===== src/rtl/sio_tx_pkg.sv =====
package sio_tx_pkg;
  localparam int CNT_W = 8;

  typedef enum logic [1:0] {
    ST_IDLE  = 2'd0,
    ST_SHIFT = 2'd1,
    ST_HOLD  = 2'd2
  } tx_st_e;

  // reserved code 7 saturates to the longest legal hold
  function automatic logic [CNT_W:0] hold_len(input logic [2:0] code);
    logic [2:0] c;
    c = (code == 3'd7) ? 3'd6 : code;
    return (CNT_W+1)'(2) << c;
  endfunction
endpackage


===== src/rtl/sio_sclk_sync.sv =====
module sio_sclk_sync #(
  parameter int STAGES = 2
) (
  input  logic clk_i,
  input  logic rst_ni,
  input  logic sclk_i,
  output logic fall_o,
  output logic rise_o
);
  logic [STAGES-1:0] sync_q;
  logic              prev_q;
  logic              lvl;

  assign lvl = sync_q[STAGES-1];

  always_ff @(posedge clk_i or negedge rst_ni) begin
    if (!rst_ni) begin
      sync_q <= '1;
      prev_q <= 1'b1;
    end else begin
      sync_q <= {sync_q[STAGES-2:0], sclk_i};
      prev_q <= lvl;
    end
  end

  assign fall_o = prev_q & ~lvl;
  assign rise_o = ~prev_q & lvl;

  p_one_edge_r2: assert property (@(posedge clk_i) disable iff (!rst_ni)
    $onehot0({fall_o, rise_o}));
endmodule


===== src/rtl/sio_tx_fifo.sv =====
module sio_tx_fifo #(
  parameter int W     = 8,
  parameter int DEPTH = 2
) (
  input  logic         clk_i,
  input  logic         rst_ni,
  input  logic         push_i,
  input  logic [W-1:0] data_i,
  input  logic         pop_i,
  output logic [W-1:0] data_o,
  output logic         empty_o,
  output logic         full_o
);
  localparam int AW = (DEPTH > 1) ? $clog2(DEPTH) : 1;
  localparam int CW = $clog2(DEPTH + 1);

  logic [W-1:0]  mem_q [DEPTH];
  logic [AW-1:0] wp_q, rp_q;
  logic [CW-1:0] cnt_q;

  always_ff @(posedge clk_i) begin
    if (push_i) mem_q[wp_q] <= data_i;
  end

  always_ff @(posedge clk_i or negedge rst_ni) begin
    if (!rst_ni) begin
      wp_q  <= '0;
      rp_q  <= '0;
      cnt_q <= '0;
    end else begin
      if (push_i) wp_q <= (wp_q == AW'(DEPTH-1)) ? '0 : wp_q + AW'(1);
      if (pop_i)  rp_q <= (rp_q == AW'(DEPTH-1)) ? '0 : rp_q + AW'(1);
      case ({push_i, pop_i})
        2'b10:   cnt_q <= cnt_q + CW'(1);
        2'b01:   cnt_q <= cnt_q - CW'(1);
        default: cnt_q <= cnt_q;
      endcase
    end
  end

  assign data_o  = mem_q[rp_q];
  assign empty_o = (cnt_q == '0);
  assign full_o  = (cnt_q == CW'(DEPTH));

  p_fill_r8: assert property (@(posedge clk_i) disable iff (!rst_ni)
    (push_i && !pop_i) |=> (cnt_q == $past(cnt_q) + CW'(1)));
  p_drain_r8: assert property (@(posedge clk_i) disable iff (!rst_ni)
    (pop_i && !push_i) |=> (cnt_q == $past(cnt_q) - CW'(1)));
endmodule


===== src/rtl/sio_hold_timer.sv =====
module sio_hold_timer
  import sio_tx_pkg::*;
(
  input  logic       clk_i,
  input  logic       rst_ni,
  input  logic       start_i,
  input  logic [2:0] code_i,
  output logic       done_o
);
  logic [CNT_W-1:0] cnt_q;
  logic             act_q;

  always_ff @(posedge clk_i or negedge rst_ni) begin
    if (!rst_ni) begin
      cnt_q <= '0;
      act_q <= 1'b0;
    end else if (start_i) begin
      cnt_q <= CNT_W'(hold_len(code_i) - (CNT_W+1)'(1));
      act_q <= 1'b1;
    end else if (act_q) begin
      if (cnt_q == '0) act_q <= 1'b0;
      else             cnt_q <= cnt_q - CNT_W'(1);
    end
  end

  assign done_o = act_q && (cnt_q == '0);

  p_count_down_r3: assert property (@(posedge clk_i) disable iff (!rst_ni)
    (act_q && !start_i && cnt_q != '0) |=> (act_q && cnt_q == $past(cnt_q) - CNT_W'(1)));
endmodule


===== src/rtl/sio_ext_tx.sv =====
module sio_ext_tx
  import sio_tx_pkg::*;
#(
  parameter int W      = 8,
  parameter int DEPTH  = 2,
  parameter int STAGES = 2
) (
  input  logic         clk_i,
  input  logic         rst_ni,
  input  logic         sclk_i,
  input  logic [W-1:0] data_i,
  input  logic         valid_i,
  output logic         ready_o,
  input  logic [2:0]   hold_sel_i,
  input  logic [1:0]   idle_sel_i,
  input  logic         urun_lvl_i,
  input  logic         urun_clr_i,
  output logic         txd_o,
  output logic         urun_o
);
  localparam int IW = (W > 1) ? $clog2(W) : 1;
  localparam logic [IW-1:0] LAST = IW'(W-1);

  tx_st_e        st_q;
  logic [W-1:0]  sr_q;
  logic [IW-1:0] idx_q;
  logic          started_q, urun_act_q, urun_q;
  logic          fall, rise, empty, full, push, pop, hold_start, hold_done;
  logic [W-1:0]  head;
  logic          idle_lvl;

  sio_sclk_sync #(.STAGES(STAGES)) u_sync (
    .clk_i(clk_i), .rst_ni(rst_ni), .sclk_i(sclk_i),
    .fall_o(fall), .rise_o(rise)
  );

  sio_tx_fifo #(.W(W), .DEPTH(DEPTH)) u_fifo (
    .clk_i(clk_i), .rst_ni(rst_ni), .push_i(push), .data_i(data_i),
    .pop_i(pop), .data_o(head), .empty_o(empty), .full_o(full)
  );

  sio_hold_timer u_hold (
    .clk_i(clk_i), .rst_ni(rst_ni), .start_i(hold_start),
    .code_i(hold_sel_i), .done_o(hold_done)
  );

  assign ready_o    = !full;
  assign push       = valid_i && !full;
  assign pop        = !empty && ((st_q == ST_IDLE) || (st_q == ST_HOLD && hold_done));
  assign hold_start = (st_q == ST_SHIFT) && (idx_q == LAST) && rise;

  always_ff @(posedge clk_i or negedge rst_ni) begin
    if (!rst_ni) begin
      st_q       <= ST_IDLE;
      sr_q       <= '1;
      idx_q      <= '0;
      started_q  <= 1'b0;
      urun_act_q <= 1'b0;
    end else if (pop) begin
      st_q       <= ST_SHIFT;
      sr_q       <= head;
      idx_q      <= '0;
      started_q  <= 1'b1;
      urun_act_q <= 1'b0;
    end else begin
      case (st_q)
        ST_IDLE:  if (fall) urun_act_q <= 1'b1;
        ST_SHIFT: begin
          if (fall && idx_q != LAST) begin
            sr_q  <= {1'b0, sr_q[W-1:1]};
            idx_q <= idx_q + IW'(1);
          end else if (hold_start) begin
            st_q <= ST_HOLD;
          end
        end
        ST_HOLD:  if (hold_done) st_q <= ST_IDLE;
        default:  st_q <= ST_IDLE;
      endcase
    end
  end

  // sticky underrun flag; a new underrun outranks the clear
  always_ff @(posedge clk_i or negedge rst_ni) begin
    if (!rst_ni)                            urun_q <= 1'b0;
    else if (st_q == ST_IDLE && !pop && fall) urun_q <= 1'b1;
    else if (urun_clr_i)                    urun_q <= 1'b0;
  end

  always_comb begin
    case (idle_sel_i)
      2'd0:    idle_lvl = 1'b0;
      2'd2:    idle_lvl = sr_q[0];
      default: idle_lvl = 1'b1;
    endcase
  end

  always_comb begin
    if (st_q != ST_IDLE) txd_o = sr_q[0];
    else if (urun_act_q) txd_o = urun_lvl_i;
    else if (!started_q) txd_o = 1'b1;
    else                 txd_o = idle_lvl;
  end

  assign urun_o = urun_q;

  p_flag_sticky_r7: assert property (@(posedge clk_i) disable iff (!rst_ni)
    (urun_o && !urun_clr_i) |=> urun_o);
  p_flag_cause_r6: assert property (@(posedge clk_i) disable iff (!rst_ni)
    $rose(urun_o) |-> $past(fall && st_q == ST_IDLE));
  p_hold_line_r3: assert property (@(posedge clk_i) disable iff (!rst_ni)
    (st_q == ST_HOLD && !hold_done) |=> (st_q == ST_HOLD && $stable(txd_o)));
  p_done_in_hold_r3: assert property (@(posedge clk_i) disable iff (!rst_ni)
    hold_done |-> (st_q == ST_HOLD));
  p_bit_step_r2: assert property (@(posedge clk_i) disable iff (!rst_ni)
    (st_q == ST_SHIFT && fall && idx_q != LAST) |=> (idx_q == $past(idx_q) + IW'(1)));
endmodule


===== config.mk =====
export PLATFORM = sky130hd
export DESIGN_NAME = sio_ext_tx
export DESIGN_NICKNAME = d
export VERILOG_FILES = /design/src/rtl/sio_tx_pkg.sv /design/src/rtl/sio_sclk_sync.sv /design/src/rtl/sio_tx_fifo.sv /design/src/rtl/sio_hold_timer.sv /design/src/rtl/sio_ext_tx.sv
export SDC_FILE = /design/constraint.sdc
export NUM_CORES = 1
export LEC_CHECK = 0
export BUFFER_PORTS_ARGS = -buffer_cell sky130_fd_sc_hd__buf_2
export CAP_MARGIN = 40
export CORE_MARGIN = 1.5
export CORE_UTILIZATION = 55
export DETAILED_ROUTE_END_ITERATION = 8
export PLACE_DENSITY_LB_ADDON = 0.08
export SYNTH_ARGS = -nofsm -noshare
export SYNTH_HDL_FRONTEND = slang
export SYNTH_SLANG_ARGS = --single-unit

===== constraint.sdc =====
create_clock -name clk_i -period 6.45 [get_ports clk_i]
set_input_delay 0 -clock clk_i [delete_from_list [all_inputs] [get_ports clk_i]]
set_output_delay 0 -clock clk_i [all_outputs]
set_load 0.05 [all_outputs]

==> results.md, run 1 <==
- Compound-cell area share of the yosys netlist: around a tenth
- Hold WC Path Type: input pin to flop
- Pwr Density: 441 mW/mm2
- Pin count of the biggest net entering global routing: 33
- DRT Wirelength: approximately 3800 um
- Peak supply drop: 0.239 mV
- Vias: roughly 1400
- # diodes: 0
- Period utilization: 43.0%
- Synth top area share: about a quarter
- Power Total: 1.14 mW
- GRT overflow: 0
- CP required: between 6000 and 7000 ps
- Area contributors post-synth: dfrtp_1, edfxtp_1, dfstp_2
- Main combinational cell family by area after synthesis: simple AND/OR/NAND/NOR gates
- Final HPWL DP: ~2700 um
- Met1 Usage GRT: 30.7%
- Status: finished clean
- CP Launch Type: flop
- Seq/Total Area, Yosys: 59.0%
- Wire per inst: 14.9 um
- Met2 Track Usage GR: a little under a third
- Cells after synthesis: roughly 170
- Endpoints failing setup: 0
- Max Freq: 361 MHz
- Xor/xnor share of the synthesized area: 3.59%
- Total core area: about 0.0037 mm2
- Cell accounting for the most synthesized area: dfrtp_1
- Initial DRC count: just over 60
- Relative slew slack: ~54%
- Met3 GRT Util: under 10%
- Max-Cap Viols: 0
- Adder and majority gate portion of the synthesized area: between 2 and 2.5%
- Worst skew pair latency: 290 ps
- Fraction of layout cells with a size suffix above 1: roughly 23%
- Syn-to-layout area delta: 17.9%
- Post-CTS resize count: 0
- Net Count, Synth: just under 200
- Die area: 0.00438 mm2
- # nets final: around 230
- WP data arrival: approximately 3000 ps
- Num CTS Buffers: 5
- Initial antenna violation count: 0
- Post-synthesis mux area share: a little under an eighth
- GRT Util Overall: about a fifth
- Shortest period the worst path allows: 2770 ps
- Drc violations: 0
- RSZ-0062 raised after global routing: false
- PortBufs: 21
- Row cnt: 22
- H-Tree Level Count: 2
- CP endpoint kind: flop
- Grt peak-use layer: met1
- R2R Path Start: idx_q[0]
- Die height: roughly 66 um
- DIE WIDTH: 66.2 um
- Clk buf depth: 2
- Root buf cell: clkbuf_8
- Clock Pin Slew Worst Setup and Hold Paths: about 90 ps
- Worst Tran Pin Value: about 690 ps
- Post-Syn Area: 0.00220 mm2
- Final Hold Fails: 0
- Starting Density: 58.7%
- CTS tree: yes
- Drt first pass iters: 4
- Clk sink count: 48
- Worst setup path startpoint: idx_q[0]
- Via density: approximately 5.6
- Simple-gate share of the synthesized area: between 10 and 15%
- DRT antenna net count: 0
- Crit Path Class: flop to flop
- Global placement routability congestion: about 0.85
- #FFs+latches synth: 48
- LEAKAGE: approximately 1.1 nW
- Mean Syn Cell Area: ~13 um2
- CP Max Fanout: 10
- Worst Hold Launch: valid_i
- Global-route wire length before repair: roughly 6600 um
- Vias in the first global route: 1413
- Post-CTS setup buffer count: 0
- I/O Pins: 22
- Setup TNS Final: 0 ps
- Cts hold-fix bufs: 10
- Synth unique cells: 39
- YS warnings: 0
- Clock Skew: about 13 ps
- Slew Limit Fails: 0
cells by family (layout without fill, tap and decap cells):
kind of cell	count (synthesis)	count (layout)
buf+inv	12	47
mux	25	25
flops	48	48
fa+ha+maj	4	4
xor+xnor	9	9
compound gates	30	30
simple gates	44	44
final cells by class:
type,count,area (um2)
inverter,6,27.5
fill,293,1150
timing repair buffer,33,223
multi-input combinational,112,847
tap,48,60.1
clock inverter,3,68.8
sequential,48,1290
clock buffer,5,68.8
worst paths after layout:
path | end | slack (ps) | depth (start not counted)
max in group asynchronous | u_fifo.wp_q | 5720 | 2
setup reg to reg | u_hold.cnt_q[6] | 3680 | 11
hold reg to reg | u_sync.sync_q[1] | 360 | 0
hold / removal | u_fifo.wp_q | 40 | 3
setup / recovery | u_hold.cnt_q[6] | 3680 | 11
min in group asynchronous | idx_q[2] | 280 | 2
critical path: stages, from the launching register on:
cell	delay [ps]
dfrtp_1	400
ha_1	200
ha_1	200
and3b_1	200
nand2b_1	320
nor4_1	90
a21oi_1	130
ha_1	340
nand4bb_1	220
nor3_1	240
mux2i_1	210
a21oi_1	80
metal layers:
layer	vias to the layer above	routed length (um)
li1	700	-
met4	0	27
met3	5	179
met1	686	1870
met2	41	1730
met5	-	0
power breakdown:
part           switching [mW]  total [mW]  internal, mW  leakage (nW)
Sequential             0.0954       0.535         0.440         0.514
Clock                  0.0981       0.254         0.156        0.0687
Combinational           0.193       0.353         0.160         0.501
sequential cells by signal, summed over array words and instances, names as in the netlist:
name           count
u_hold.act_q       1
idx_q              3
sr_q               8
urun_o             1
started_q          1
u_sync.sync_q      2
u_fifo.mem_q      16
u_sync.prev_q      1
st_q               2
u_fifo.cnt_q       2
u_fifo.wp_q        1
u_hold.cnt_q       8
u_fifo.rp_q        1
urun_act_q         1
cells in the mapped netlist:
cell       count
and3_1         1
nand2b_1       7
mux2i_1       25
nand2_1        7
o31ai_4        1
a21oi_1       11
o31ai_1        3
nor4_1         3
inv_6          1
or3b_2         1
a22oi_1        2
o2111ai_1      1
o311a_1        2
inv_1          5
and3b_1        1
edfxtp_1      16
or4_4          1
dfrtp_1       21
nor3b_1        1
a211oi_1       2
or4_1          1
nand4bb_1      1
nand3b_1       2
clkbuf_1       4
buf_6          1
o21ai_0        5
xnor2_1        7
xor2_1         2
nor2b_1        2
nor2_1        10
ha_1           4
a22o_1         1
or4b_4         1
buf_2          1
o21bai_1       1
or3_1          1
a311oi_1       1
dfstp_2       11
nor3_1         4
through the flow:
stage / utilization, % / cells / instance area (um2) / setup slack, ps / hold WS [ps]
2_1_floorplan: - / 172 / 2200 / 3810 / -296
3_3_place_gp: 62.4 / 235 / 2330 / 3870 / 79.4
3_5_place_dp: 62.6 / 236 / 2340 / 3700 / 92.2
4_1_cts: 68.9 / 254 / 2580 / 3680 / 1.84
5_1_grt: 69.2 / 255 / 2590 / 3450 / 62.5
6_report: 69.2 / 255 / 2590 / 3680 / 39.1
layout by cell type, fill, tap and decap left out, types with 2 or more instances in the layout:
cell and count:
o311a_1 2, dfrtp_1 21, edfxtp_1 16, inv_1 5, buf_2 21, nor4_1 3
a211oi_1 2, xor2_1 2, dlygate4sd3_1 11, nand2b_1 7, o21ai_0 5, nor3_1 3
a21oi_1 11, nor2_1 10, nor2b_1 2, xnor2_1 7, inv_6 2, bufinv_16 2
clkbuf_8 5, ha_1 4, o31ai_1 3, a22oi_1 2, nand3b_1 2, mux2i_1 25
dfstp_2 11, nand2_1 7
Power figures use the tool's default switching activity.
==> run 2, diff against run 1 <==
--- a/config.mk
+++ b/config.mk
@@ -5,10 +5,11 @@
 export SDC_FILE = /design/constraint.sdc
 export NUM_CORES = 1
 export LEC_CHECK = 0
+export ABC_AREA = 1
 export BUFFER_PORTS_ARGS = -buffer_cell sky130_fd_sc_hd__buf_2
 export CAP_MARGIN = 40
 export CORE_MARGIN = 1.5
-export CORE_UTILIZATION = 55
+export CORE_UTILIZATION = 52
 export DETAILED_ROUTE_END_ITERATION = 8
 export PLACE_DENSITY_LB_ADDON = 0.08
 export SYNTH_ARGS = -nofsm -noshare
==> constraint.sdc (replaced) <==
create_clock -name clk_i -period 2.23 [get_ports clk_i]
set_input_delay 0 -clock clk_i [delete_from_list [all_inputs] [get_ports clk_i]]
set_output_delay 0 -clock clk_i [all_outputs]
set_load 0.05 [all_outputs]
==> run 2 against run 1 <==
  * Routed wire length is 12% higher
  * First-iteration DRC count rose to 2.5 times the previous value
  * Non-clock buffer count up 5
==> results.md, run 2 <==
- Status: finished clean
- CTS tree: yes
- GRT Util Overall: roughly a fifth
- P_sw: 1.28 mW
- #FFs+latches synth: 48
- Met3 wire length: between 100 and 150 um
- Row cnt: 23
- YS warnings: 0
- Via density: 5.02
- Crit-path max cell delay: between 300 and 400 ps
- Power Total: 3.34 mW
- Worst R2R Setup Slack: between 150 and 200 ps
- Post-synth EDFFs: 16
- Peak supply drop: between 0.7 and 0.8 mV
- Synth top area share: roughly 23%
- Clock Pin Slew Worst Setup and Hold Paths: 90 ps
- Reg2Reg Depth: 15
- Pin count of the biggest net entering global routing: 33
- Cells after synthesis: between 200 and 250
- Syn-to-layout area delta: 18.2%
- Fraction of layout cells with a size suffix above 1: 25.2%
- Commonest cells after routing, fill and taps aside: nand2_1, nand3_1, dfrtp_1, buf_2, inv_1
- Max-Cap Viols: 0
- Hold WC Path Type: input pin to flop
- Synth unique cells: 30
- Fin Hold WS: between 150 and 200 ps
- Final Hold Fails: 0
- Seq/Total Area, Yosys: around 57%
- Top FF cell, synth: dfrtp_1
- Drc violations: 0
- Met2 routed WL: 1790 um
- Final core occ: about two thirds
- Die height: between 60 and 70 um
- Wire per inst: 13.0 um
- Post-CTS setup buffer count: 0
- Clk pwr share: a little under a fifth
- DIE WIDTH: about 70 um
- Total core area: between 0.004 and 0.005 mm2
- Drt first pass iters: 4
- Post-synth top cells: nand2_1, dfrtp_1, nand3_1
- Most common cell after layout, fill and taps aside: nand2_1
- Worst Hold Launch: hold_sel_i[1]
- Vias in the first global route: 1551
- Hold Path Stages: 5
- Worst setup path startpoint: idx_q[0]
- H-Tree Level Count: 2
- Global-route wire length before repair: about 7300 um
- WP data arrival: between 2000 and 2500 ps
- Vias: 1647
- Crit Path Class: flop to flop
- LEAKAGE: between 1 and 1.5 nW
- Post-Place Worst Slack: between 150 and 200 ps
- Biggest regs: u_fifo.mem_q (16), sr_q (8), u_hold.cnt_q (8)
- CP max stage cell: dfrtp_1
- Max reg flops: 16
- Multi-input logic area: 871 um2
- Cell accounting for the most synthesized area: dfrtp_1
- # diodes: 0
- Pwr Density: ~1200 mW/mm2
- Fill cells: between 300 and 400
- CP Launch Type: flop
- # nets final: 300
- CP endpoint kind: flop
- CP bufs+invs: 2
- Mean Syn Cell Area: 9.65 um2
- Biggest register: u_fifo.mem_q
- Async S/R FF share, synth: 66.7%
- Shortest period the worst path allows: between 2000 and 2500 ps
- Worst Tran Pin Value: just over 700 ps
- Setup ws final: ~170 ps
- Final HPWL DP: around 3000 um
- Period utilization: about 93%
- CP required: about 2400 ps
- DRT antenna net count: 0
- Most common cell on crit path: nand2_1
- Clk sink count: 48
- Combinational Power Share: 37.8%
- Worst-path cell chain: ha_1 > ha_1 > nand3_1 > nor2_4 > nand2_1 > nand2_1 > inv_1 > ha_1 > inv_1 > nor2_4 > nand3_1 > nand2_1 > nand2_1 > nand2_1 > nand2_1
- Starting Density: 55.3%
- Area contributors post-synth: dfrtp_1, edfxtp_1, dfstp_2
- Top Layer Used: met4
- Sequential power share: a little over two fifths
- Setup TNS Final: 0 ps
- Global placement routability congestion: a little over 0.8
- PortBufs: 21
- Switching share of power: about two fifths
- Count leader, synth: nand2_1
- Sequential cell area: ~0.0013 mm2
- Relative slew slack: around 53%
- Num CTS Buffers: 5
- Worst setup path end: u_hold.cnt_q[6]
- Max Freq: 484 MHz
- Die area: around 0.0048 mm2
- Initial antenna violation count: 0
- Slew Limit Fails: 0
- Worst skew pair latency: roughly 300 ps
- I/O Pins: 22
- Reg2reg end: u_hold.cnt_q[6]
- Post-Syn Area: around 0.0023 mm2
- P_int: 2.06 mW
- Clock Skew: 3.29 ps
- Met1 Wirelength: 2290 um
- DRT Wirelength: between 4000 and 5000 um
- WP depth: 15
- Initial DRC count: 156
- Root buf cell: clkbuf_8
- Crit-path leading delay family: simple AND/OR/NAND/NOR gates
- GRT overflow: 0
- RSZ-0062 raised after global routing: false
- Clk buf depth: 2
- Net Count, Synth: 259
- R2R Path Start: idx_q[0]
- CP Max Fanout: 7
- Endpoints failing setup: 0
[run 2: worst min path at each step]
stage	endpoint	slack [ps]
after floorplan	idx_q[0]	-300
after global placement	st_q[0]	100
after detailed placement	u_hold.cnt_q[1]	100
after CTS	u_hold.cnt_q[7]	140
after global routing	u_hold.cnt_q[7]	230
final	u_hold.cnt_q[7]	160
[run 2: repair_timing]
item                      CTS  global route
hold buffers               12             0
hold endpoints to repair   40             0
gates resized for setup     0             0
[run 2: area by class of cell]
| class | count | share of cell area, % |
|---|---|---|
| inverters | 23 | 3.21 |
| well taps | 50 | 2.32 |
| clock inverters | 3 | 1.72 |
| repair buffers | 38 | 9.76 |
| clock buffers | 5 | 2.56 |
| multi-input cells | 161 | 32.3 |
| flip-flops and latches | 48 | 48.1 |
[run 2: through the flow]
step	std cells	cell area, um2
final	328	2690
after global routing	328	2690
after CTS	328	2690
after detailed placement	308	2460
after global placement	308	2460
after floorplan	236	2280
[run 2: power groups by stage]
stage	sequential (mW)	combinational, mW	clock, mW
2_1_floorplan	1.41	0.980	0
3_3_place_gp	1.45	1.23	0
3_5_place_dp	1.46	1.26	0
4_1_cts	1.45	1.28	0.650
5_1_grt	1.48	1.44	0.678
6_report	1.45	1.26	0.631
[run 2: cells by family after synthesis]
logic type,Yosys count,synth area share [%]
AND/OR/NAND/NOR,121,26.0
flip-flops,48,56.9
XOR/XNOR,4,1.54
buffers and inverters,27,4.89
adder cells (fa/ha/maj),4,2.20
AO/OA/AOI/OAI,32,8.52
[run 2: routing by layer]
layer  vias up  track usage (%)
li1        867                -
met1       744             30.2
met2        30             26.7
met3         6             4.51
met4         0             5.88
met5         -                0
[run 2: worst register-to-register path, stage by stage, from the launching register on]
cell	delay, ps
dfrtp_1	390
ha_1	200
ha_1	210
nand3_1	140
nor2_4	70
nand2_1	100
nand2_1	60
inv_1	50
ha_1	190
inv_1	80
nor2_4	150
nand3_1	110
nand2_1	70
nand2_1	40
nand2_1	50
nand2_1	50
